File: config.mk
export PLATFORM = sky130hd
export DESIGN_NAME = tlbw_top
export DESIGN_NICKNAME = d
export VERILOG_FILES = /design/src/rtl/tlbw_pkg.sv /design/src/rtl/tlbw_cam.sv /design/src/rtl/tlbw_victim.sv /design/src/rtl/tlbw_walk.sv /design/src/rtl/tlbw_top.sv
export SDC_FILE = /design/constraint.sdc
export NUM_CORES = 2
export LEC_CHECK = 0
export BUFFER_PORTS_ARGS = -buffer_cell sky130_fd_sc_hd__buf_2
export CAP_MARGIN = 15
export CORE_UTILIZATION = 55
export CTS_CLUSTER_DIAMETER = 40
export CTS_CLUSTER_SIZE = 14
export DETAILED_ROUTE_END_ITERATION = 6
export PLACE_DENSITY_LB_ADDON = 0.15
export SKIP_LAST_GASP = 1
export SLEW_MARGIN = 20
export SYNTH_ARGS = -nofsm -noshare
export SYNTH_HDL_FRONTEND = slang
export SYNTH_HIERARCHICAL = 1
export SYNTH_SLANG_ARGS = --single-unit
File: constraint.sdc
create_clock -name clk -period 7.3 [get_ports clk]
set_input_delay 1.46 -clock clk [delete_from_list [all_inputs] [get_ports clk]]
set_output_delay 1.46 -clock clk [all_outputs]
set_load 0.02 [all_outputs]
File: src/rtl/tlbw_pkg.sv
package tlbw_pkg;

  localparam int DB_VALID  = 0;
  localparam int DB_SECT   = 1;
  localparam int DB_CACHE  = 2;
  localparam int DB_EXEC   = 3;
  localparam int DB_GLOBAL = 4;

  typedef enum logic [1:0] {
    FLT_NONE  = 2'd0,
    FLT_XLATE = 2'd1,
    FLT_EXEC  = 2'd2
  } fault_e;

  typedef struct packed {
    logic glob;
    logic cache;
    logic exec;
  } attr_t;

  typedef struct packed {
    logic        big;
    logic [19:0] vpn;
    logic [19:0] ppn;
    attr_t       attr;
  } xlat_t;

  function automatic logic [31:0] form_pa(input xlat_t e, input logic [31:0] va);
    return e.big ? {e.ppn[19:10], va[21:0]} : {e.ppn, va[11:0]};
  endfunction

endpackage

File: src/rtl/tlbw_cam.sv
module tlbw_cam
  import tlbw_pkg::*;
#(
  parameter int ENTRIES = 16,
  parameter int ASID_W  = 8,
  parameter int IDX_W   = $clog2(ENTRIES)
) (
  input  logic              clk,
  input  logic              rst,
  input  logic [31:0]       lk_va,
  input  logic [ASID_W-1:0] lk_asid,
  output logic              lk_hit,
  output xlat_t             lk_ent,
  input  logic              fill_we,
  input  logic [IDX_W-1:0]  fill_idx,
  input  xlat_t             fill_ent,
  input  logic [ASID_W-1:0] fill_asid,
  input  logic              flush,
  input  logic              lock_we,
  input  logic [IDX_W-1:0]  lock_idx,
  input  logic              lock_val,
  output logic [ENTRIES-1:0] lock_vec
);

  logic [ENTRIES-1:0] valid_q;
  logic [ENTRIES-1:0] lock_q;
  logic [ENTRIES-1:0] match;
  xlat_t              ent_q  [ENTRIES];
  logic [ASID_W-1:0]  asid_q [ENTRIES];

  assign lock_vec = lock_q;

  always_ff @(posedge clk) begin
    if (rst) begin
      valid_q <= '0;
      lock_q  <= '0;
    end else begin
      if (flush) valid_q <= valid_q & lock_q;
      if (lock_we) lock_q[lock_idx] <= lock_val;
      if (fill_we) valid_q[fill_idx] <= 1'b1;
    end
  end

  // payload storage kept free of reset
  always_ff @(posedge clk) begin
    if (fill_we) begin
      ent_q[fill_idx]  <= fill_ent;
      asid_q[fill_idx] <= fill_asid;
    end
  end

  for (genvar g = 0; g < ENTRIES; g++) begin : g_cmp
    logic own_space, tag_eq;
    assign own_space = ent_q[g].attr.glob || (asid_q[g] == lk_asid);
    assign tag_eq    = ent_q[g].big ? (ent_q[g].vpn[19:10] == lk_va[31:22])
                                    : (ent_q[g].vpn == lk_va[31:12]);
    assign match[g]  = valid_q[g] && own_space && tag_eq;

    AST_LOCK_SURVIVES_FLUSH: assert property (@(posedge clk) disable iff (rst)
      (flush && lock_q[g] && valid_q[g]) |=> valid_q[g]);
  end

  always_comb begin
    lk_hit = 1'b0;
    lk_ent = '0;
    for (int i = ENTRIES - 1; i >= 0; i--) begin
      if (match[i]) begin
        lk_hit = 1'b1;
        lk_ent = ent_q[i];
      end
    end
  end

  AST_FILL_UNLOCKED: assert property (@(posedge clk) disable iff (rst)
    fill_we |-> !lock_q[fill_idx]);

endmodule

File: src/rtl/tlbw_victim.sv
module tlbw_victim #(
  parameter int ENTRIES = 16,
  parameter int IDX_W   = $clog2(ENTRIES)
) (
  input  logic               clk,
  input  logic               rst,
  input  logic [ENTRIES-1:0] lock_vec,
  input  logic               advance,
  output logic [IDX_W-1:0]   victim,
  output logic               victim_ok
);

  localparam logic [IDX_W:0] LIMIT = IDX_W'(ENTRIES - 1);

  logic [IDX_W-1:0] ptr_q;

  always_comb begin
    victim_ok = 1'b0;
    victim    = ptr_q;
    for (int k = ENTRIES - 1; k >= 0; k--) begin
      logic [IDX_W:0] s;
      s = {1'b0, ptr_q} + (IDX_W+1)'(k);
      if (s > LIMIT) s = s - (IDX_W+1)'(ENTRIES);
      if (!lock_vec[s[IDX_W-1:0]]) begin
        victim_ok = 1'b1;
        victim    = s[IDX_W-1:0];
      end
    end
  end

  always_ff @(posedge clk) begin
    if (rst) begin
      ptr_q <= '0;
    end else if (advance) begin
      ptr_q <= ({1'b0, victim} == LIMIT) ? '0 : victim + 1'b1;
    end
  end

endmodule

File: src/rtl/tlbw_walk.sv
module tlbw_walk
  import tlbw_pkg::*;
(
  input  logic        clk,
  input  logic        rst,
  input  logic        start,
  input  logic [31:0] start_va,
  input  logic [31:0] base,
  output logic        idle,
  output logic        mem_req,
  output logic [31:0] mem_addr,
  input  logic        mem_ack,
  input  logic [31:0] mem_rdata,
  output logic        done,
  output logic        done_fault,
  output xlat_t       done_ent
);

  typedef enum logic [1:0] {W_IDLE, W_L1, W_L2} wst_e;

  wst_e        st_q;
  logic [31:0] va_q;
  logic [31:0] addr_q;
  logic        desc_ok, desc_ptr;

  assign desc_ok  = mem_rdata[DB_VALID];
  assign desc_ptr = desc_ok && !mem_rdata[DB_SECT];

  always_ff @(posedge clk) begin
    if (rst) begin
      st_q   <= W_IDLE;
      va_q   <= '0;
      addr_q <= '0;
    end else begin
      case (st_q)
        W_IDLE: if (start) begin
          va_q   <= start_va;
          addr_q <= {base[31:12], start_va[31:22], 2'b00};
          st_q   <= W_L1;
        end
        W_L1: if (mem_ack) begin
          if (desc_ptr) begin
            addr_q <= {mem_rdata[31:12], va_q[21:12], 2'b00};
            st_q   <= W_L2;
          end else begin
            st_q <= W_IDLE;
          end
        end
        W_L2: if (mem_ack) st_q <= W_IDLE;
        default: st_q <= W_IDLE;
      endcase
    end
  end

  assign idle     = (st_q == W_IDLE);
  assign mem_req  = !idle;
  assign mem_addr = addr_q;

  always_comb begin
    done       = mem_ack && ((st_q == W_L2) || ((st_q == W_L1) && !desc_ptr));
    done_fault = !desc_ok;
    done_ent.big        = (st_q == W_L1);
    done_ent.vpn        = va_q[31:12];
    done_ent.ppn        = mem_rdata[31:12];
    done_ent.attr.glob  = mem_rdata[DB_GLOBAL];
    done_ent.attr.cache = mem_rdata[DB_CACHE];
    done_ent.attr.exec  = mem_rdata[DB_EXEC];
  end

  AST_ADDR_HOLD: assert property (@(posedge clk) disable iff (rst)
    (mem_req && !mem_ack) |=> (mem_req && $stable(mem_addr)));

endmodule

File: src/rtl/tlbw_top.sv
module tlbw_top
  import tlbw_pkg::*;
#(
  parameter int ENTRIES = 16,
  parameter int ASID_W  = 8,
  parameter int IDX_W   = $clog2(ENTRIES)
) (
  input  logic              clk,
  input  logic              rst,
  input  logic              req_valid,
  output logic              req_ready,
  input  logic [31:0]       req_va,
  input  logic              req_fetch,
  input  logic [ASID_W-1:0] req_asid,
  output logic              resp_valid,
  output logic [31:0]       resp_pa,
  output logic [1:0]        resp_fault,
  output logic              resp_cacheable,
  output logic              mem_req,
  output logic [31:0]       mem_addr,
  input  logic              mem_ack,
  input  logic [31:0]       mem_rdata,
  input  logic              ctl_base_we,
  input  logic [31:0]       ctl_base,
  input  logic              ctl_flush,
  input  logic              ctl_lock_we,
  input  logic [IDX_W-1:0]  ctl_lock_idx,
  input  logic              ctl_lock_val
);

  logic [31:0]        base_q, va_q;
  logic               fetch_q;
  logic [ASID_W-1:0]  asid_q;
  logic               accept, lk_hit, walk_idle, walk_done, walk_fault;
  xlat_t              lk_ent, walk_ent;
  logic [ENTRIES-1:0] lock_vec;
  logic [IDX_W-1:0]   victim;
  logic               victim_ok, fill_we;

  assign req_ready = walk_idle;
  assign accept    = req_valid && walk_idle;
  assign fill_we   = walk_done && !walk_fault && victim_ok;

  always_ff @(posedge clk) begin
    if (rst) begin
      base_q  <= '0;
      va_q    <= '0;
      fetch_q <= 1'b0;
      asid_q  <= '0;
    end else begin
      if (ctl_base_we) base_q <= {ctl_base[31:12], 12'h000};
      if (accept) begin
        va_q    <= req_va;
        fetch_q <= req_fetch;
        asid_q  <= req_asid;
      end
    end
  end

  tlbw_cam #(.ENTRIES(ENTRIES), .ASID_W(ASID_W), .IDX_W(IDX_W)) u_cam (
    .clk(clk), .rst(rst),
    .lk_va(req_va), .lk_asid(req_asid), .lk_hit(lk_hit), .lk_ent(lk_ent),
    .fill_we(fill_we), .fill_idx(victim), .fill_ent(walk_ent), .fill_asid(asid_q),
    .flush(ctl_flush), .lock_we(ctl_lock_we), .lock_idx(ctl_lock_idx),
    .lock_val(ctl_lock_val), .lock_vec(lock_vec)
  );

  tlbw_victim #(.ENTRIES(ENTRIES), .IDX_W(IDX_W)) u_vic (
    .clk(clk), .rst(rst), .lock_vec(lock_vec), .advance(fill_we),
    .victim(victim), .victim_ok(victim_ok)
  );

  tlbw_walk u_walk (
    .clk(clk), .rst(rst),
    .start(accept && !lk_hit), .start_va(req_va), .base(base_q),
    .idle(walk_idle), .mem_req(mem_req), .mem_addr(mem_addr),
    .mem_ack(mem_ack), .mem_rdata(mem_rdata),
    .done(walk_done), .done_fault(walk_fault), .done_ent(walk_ent)
  );

  // response source: hit on accept, or walk completion
  logic        src_go, src_fetch, src_bad;
  xlat_t       src_ent;
  logic [31:0] src_va;

  always_comb begin
    src_go    = 1'b0;
    src_ent   = walk_ent;
    src_va    = va_q;
    src_fetch = fetch_q;
    src_bad   = walk_fault;
    if (accept && lk_hit) begin
      src_go    = 1'b1;
      src_ent   = lk_ent;
      src_va    = req_va;
      src_fetch = req_fetch;
      src_bad   = 1'b0;
    end else if (walk_done) begin
      src_go = 1'b1;
    end
  end

  always_ff @(posedge clk) begin
    if (rst) begin
      resp_valid     <= 1'b0;
      resp_pa        <= '0;
      resp_fault     <= FLT_NONE;
      resp_cacheable <= 1'b0;
    end else begin
      resp_valid <= src_go;
      if (src_go) begin
        if (src_bad) begin
          resp_pa        <= '0;
          resp_fault     <= FLT_XLATE;
          resp_cacheable <= 1'b0;
        end else if (src_fetch && !src_ent.attr.exec) begin
          resp_pa        <= '0;
          resp_fault     <= FLT_EXEC;
          resp_cacheable <= 1'b0;
        end else begin
          resp_pa        <= form_pa(src_ent, src_va);
          resp_fault     <= FLT_NONE;
          resp_cacheable <= src_ent.attr.cache;
        end
      end
    end
  end

  AST_L1_INDEX: assert property (@(posedge clk) disable iff (rst)
    $rose(mem_req) |-> (mem_addr[11:2] == $past(req_va[31:22]) &&
                        mem_addr[31:12] == base_q[31:12]));
  AST_EXEC_ONLY_FETCH: assert property (@(posedge clk) disable iff (rst)
    (resp_valid && resp_fault == FLT_EXEC) |-> fetch_q);

endmodule

**Word-level counts from Yosys, hierarchy flattened**

Memory sizes are Yosys's and may differ from the RTL's.
Cells that the tools add are included.

- Flip-flop bits (word level): 189
- Bits in writable memories: 832
- Input bits: 117
- Memories: 2

Memory list:

| name | words | bits a word | read ports | clocked after Yosys merged registers in | wr ports | line | text |
|---|---|---|---|---|---|---|---|
| u_cam.ent_q | 16 | 44 | 16 | 0 | 1 | tlbw_cam.sv:28 | `xlat_t ent_q [ENTRIES];` |
| u_cam.asid_q | 16 | 8 | 16 | 0 | 1 | tlbw_cam.sv:29 | `logic [ASID_W-1:0] asid_q [ENTRIES];` |

- Add/sub/neg operators: 32
- Magnitude comparators: 36
- Equal/unequal tests: 54
- Muxes and demuxes: 160
- Bitwise operators: 2
- Reduce and logical (&&, ||, !) cells: 71

Operators by type and width:

| operator | number |
|---|---|
| $mux 44 | 17 |
| $eq 20x20->1 | 16 |
| $eq 10x10->1 | 16 |
| $mux 32 | 5 |
| $eq 8x8->1 | 16 |
| $mux 4 | 32 |
| $lt 4x5->1 const B | 18 |
| $gt 5x5->1 const B | 15 |
| $mux 1 | 74 |
| $bmux 1 s4 | 16 |
| $pmux 32 s2 | 1 |
| $sub 4x1->4 const B | 16 |
| $mux 16 | 3 |
| $mux 22 | 2 |
| $logic_and 1x1->1 | 43 |
| $add 4x4->5 const B | 8 |
| $add 4x3->5 const B | 4 |
| $logic_or 1x1->1 | 17 |
| $and 16x16->16 | 1 |
| $bwmux 16 | 1 |
| $or 16x16->16 | 1 |
| $mux 2 | 6 |
| $add 4x2->5 const B | 2 |
| $demux 1 s4 | 2 |
| other kinds (15) | 23 |

**Depth between registers and ports, before layout**

- Depth in word-level cells: 27
- Mapped depth: 19
- Mapped depth without buffers: 13

**Modules after synthesis**

Netlist, hierarchy kept.

By module, submodules not included:

| module | times used | cells an instance | area an instance (µm²) | sequential area each (µm²) |
|---|---|---|---|---|
| tlbw_cam | 1 | 2908 | 38773.4 | 25624.6 |
| tlbw_top | 1 | 408 | 3872.5 | 1741.7 |
| tlbw_walk | 1 | 280 | 2692.6 | 1041.0 |
| tlbw_victim | 1 | 282 | 2472.4 | 80.1 |

**Worst setup path before layout**

Ideal clock, no wire load.

- Path type: register -> register
- From: register u_vic.ptr_q[1]
- To: memory u_cam.asid_q[12][0] (enable)
- Library setup time: 0.406 ns
- Data arrival time: 4.886 ns
- Required time: 6.894 ns
- Path slack: 2.008 ns
- Stages on the path, launching flop included: 15
- Path buffers: 2
- Cells stage by stage: dfxtp_1 > clkbuf_1 > inv_1 > ha_1 > buf_6 > mux4_2 > mux2_2 > mux2_2 > mux2_1 > o21ai_1 > a211o_1 > a31o_2 > nor3b_1 > nand3_1 > inv_1

- Elaborated cells on any way between the ends: 130
- Those cells by class: 31 x add/sub; 16 x order compare; 82 x mux; 1 x reduce/logical

RTL lines:

| what | line | text |
|---|---|---|
| from (decl) | tlbw_victim.sv:15 | `logic [IDX_W-1:0] ptr_q;` |
| from (signal assigned) | tlbw_victim.sv:35 | `ptr_q <= ({1'b0, victim} == LIMIT) ? '0 : victim + 1'b1;` |
| $add 4x4->5 | tlbw_victim.sv:22 | `s = {1'b0, ptr_q} + (IDX_W+1)'(k);` |
| $sub 4x1->4 / $gt 5x5->1 (equally long branches) | tlbw_victim.sv:23 | `if (s > LIMIT) s = s - (IDX_W+1)'(ENTRIES);` |
| $mux 4 | tlbw_victim.sv:23 |  |
| $bmux 1 s4 | tlbw_victim.sv:24 | `if (!lock_vec[s[IDX_W-1:0]]) begin` |
| $mux 1 (implied by the code) | tlbw_victim.sv:24 |  |
| $mux 4 (15 in a row) | tlbw_victim.sv:24 |  |
| $mux 4 (*) | tlbw_victim.sv:24 |  |
| named net victim[1] | tlbw_top.sv:37 | `logic [IDX_W-1:0] victim;` |
| to (decl) | tlbw_cam.sv:29 |  |

Mark *: on every way through the listed nets, which the timed path passes. The rest lies on a longest branch. The select of a mux whose other input is x is not followed.

**Worst setup path after layout**

- From: input req_asid[6]
- To: register u_walk.addr_q[29], in the netlist u_walk/mem_addr[29]

- Longest elaborated chain between the ends: 24
- Elaborated cells on any way between the ends: 84
- Those cells by class: 17 x eq/ne; 16 x mux; 51 x reduce/logical

Ends and longest elaborated chain:

| what | line | text |
|---|---|---|
| from (decl) | tlbw_top.sv:14 | `input logic [ASID_W-1:0] req_asid,` |
| $eq 8x8->1 | tlbw_cam.sv:54 | `assign own_space = ent_q[g].attr.glob \|\| (asid_q[g] == lk_asid);` |
| $logic_or 1x1->1 | tlbw_cam.sv:54 |  |
| $logic_and 1x1->1 (2 in a row) | tlbw_cam.sv:57 | `assign match[g] = valid_q[g] && own_space && tag_eq;` |
| $mux 1 (15 in a row) | tlbw_cam.sv:67 | `if (match[i]) begin` |
| $mux 1 (*) | tlbw_cam.sv:67 |  |
| named net lk_hit | tlbw_top.sv:34 | `logic accept, lk_hit, walk_idle, walk_done, walk_fault;` |
| $logic_not 1->1 (*) | tlbw_top.sv:75 | `.start(accept && !lk_hit), .start_va(req_va), .base(base_q),` |
| $logic_and 1x1->1 (*) | tlbw_top.sv:75 |  |
| $ne 2x1->1 (no source line) (*) | -- |  |
| $reduce_and 4->1 (no source line) (*) | -- |  |
| to (signal assigned) | tlbw_walk.sv:38 | `addr_q <= {base[31:12], start_va[31:22], 2'b00};` |
| to (signal assigned) | tlbw_walk.sv:43 | `addr_q <= {mem_rdata[31:12], va_q[21:12], 2'b00};` |
| to (decl) | tlbw_walk.sv:23 | `logic [31:0] addr_q;` |

Mark *: on every way through the listed nets, which the timed path passes. The rest lies on a longest branch.
A chain may end at the register's enable or synchronous reset.

==> reports/results.ini <==
[setup_path]
arrival_ns = 6.41
cp-start-kind = input port
crit_type = in2reg
cp_data_required_time_ns = 7.92
crit_path_max_fanout = 31
end_kind = flip-flop

[floorplan]
io_pins = 187
dieArea_um2 = 81990
die_y_um = 286.3
core_um2 = 79520
start_util_pct = 55.92
die_w_um = 286.3
rows = 103

[drt]
routedWlPerCell_um = 27.04
via_per_inst = 6.246
first_pass_iters = 6
wirelength_um = 123800
drt_iter0_drc = 2912
antenna_left = 0
num_vias = 28600
drc_errors = 0

[clocking]
clock_latency_ns = 0.73
cts-resized-gates = 0
clock_sinks = 1007
cts_setup_buffers = 0
htreeDepth = 4
clk_pin_slew_ns = 0.05
clockBufferDepth = 3
holdBufCountCts = 0
cts_tree = built
cts_buffers = 131
cts_root_buf = clkbuf_16

[place]
hpwl_um = 75890
placed_cells = 4338
portBuffers = 165
post_dp_cell_area_um2 = 45800
gp_congestion = 0.8686

[power]
p_clk_share_pct = 47.7
seqPwrFrac_pct = 47.7
power.switching_uw = 3041
power.leakage_uw = 0.01695
netSwitchingFraction_pct = 22.68
p_int_uw = 10370
p_per_area_nw_per_um2 = 267.0
ir_drop_uv = 198.7
combPwrFrac_pct = 4.6

[synth]
yosys_warnings = 6
avgSynthCellArea_um2 = 13.47
postSynthCellCount = 3302
synth_area_um2 = 44470

[timing]
relSlewSlack_pct = 25.17
setup_viol = 0
hold_viol_final = 0
tns_ns = 0
grt_setup_unrepaired = no
fin_worst_skew_ns = 0.04087
tightest_slew_ns = 1.121
fmaxAchievable_mhz = 172.8
fin_crit_sh_pct = 79.30
report.final.slew_viol_count = 0
period_needed_ns = 5.789

[finish]
final_area_um2 = 50230
nFillCells = 5860
num_antenna_cells = 0
fin_nets = 3546
layout_common_cells = edfxtp_1, xnor2_1, xor2_1
final_common_cell = edfxtp_1
drive_above_1_share_pct = 18.19
stdcell_count = 4579
area_growth_pct = 12.96

[grt]
grt_pass1_wl_um = 183600
grt_max_degree = 68
grt_antenna_before_repair = 0
grt_pass1_vias = 28680
overflow = 0
gr-usage-all-layers_pct = 30.35

[run]
drv_cap = 0

[status]
status = finished clean

[hold_path]
hold_class = reg2reg

[state kept, by name, indices dropped and copies added (netlist names), 2 cells and up]
name	cells
u_walk/st_q	2
asid_q	8
va_q	22
u_cam/lock_vec	16
u_cam/asid_q	128
u_vic/ptr_q	4
resp_pa	32
u_cam/valid_q	16
u_walk/va_q	20
base_q	20
u_walk/mem_addr	30
u_cam/ent_q	704
resp_fault	2
[stage by stage]
stage | utilization (%) | hold slack (ns) | power (µW) | setup slack (ns)
floorplan | - | 0.4360 | 6896 | 2.008
global placement | 57.60 | 0.4409 | 7101 | 1.062
detailed placement | 57.60 | 0.4407 | 7121 | 0.9637
CTS | 63.17 | 0.4548 | 13470 | 1.634
global route | 63.17 | 0.4731 | 13750 | 1.320
finish | 63.17 | 0.4552 | 13410 | 1.511
[path summary, 6_finish.rpt]
path | startpoint | to | slack, ns | cells after the start
min | u_walk/mem_addr[20]$_SDFFE_PP0P_ | u_walk/mem_addr[20]$_SDFFE_PP0P_ | 0.46 | 2
min reg2reg | u_walk/mem_addr[20]$_SDFFE_PP0P_ | u_walk/mem_addr[20]$_SDFFE_PP0P_ | 0.46 | 2
max reg2reg | u_vic/ptr_q[0]$_SDFFE_PP0P_ | u_cam/ent_q[4][19]$_DFFE_PP_ | 1.57 | 13
max | req_asid[6] | u_walk/mem_addr[29]$_SDFFE_PP0P_ | 1.51 | 14
[power groups by stage]
stage	Combinational, µW	Sequential (µW)	Clock (µW)
finish	616	6400	6400
global route	660	6400	6690
CTS	611	6400	6460
detailed placement	607	6510	0
global placement	590	6510	0
floorplan	419	6480	0
[routing by layer]
| metal | wire length [µm] | GRT usage, % | share of wire [%] |
|---|---|---|---|
| met4 | 3537 | 10.07 | 2.9 |
| met5 | 0 | 0 | 0 |
| met2 | 59110 | 49.14 | 48 |
| met1 | 49510 | 41.10 | 40 |
| met3 | 11680 | 6.192 | 9.4 |
[final cells by class]
class / instances / area, µm² / area share, %
timing repair buffer: 255 / 1645 / 3.276
tap: 1050 / 1314 / 2.616
multi-input combinational: 1959 / 14100 / 28.07
inverter: 67 / 251.5 / 0.5007
sequential: 1007 / 28490 / 56.72
clock inverter: 85 / 865.8 / 1.724
clock buffer: 156 / 3561 / 7.090
[worst max-delay path: stages]
cell,delay (ns)
buf_2,0.35
xor2_1,0.19
nor4_1,0.08
a21oi_1,0.74
nor3_2,0.18
nor2_1,0.23
nand3_2,0.10
or4b_1,0.54
or4_1,0.70
nor2_1,0.30
nand2b_4,0.34
a21o_1,0.53
buf_4,0.34
a211oi_1,0.28
(Power assumes the default switching activity.)
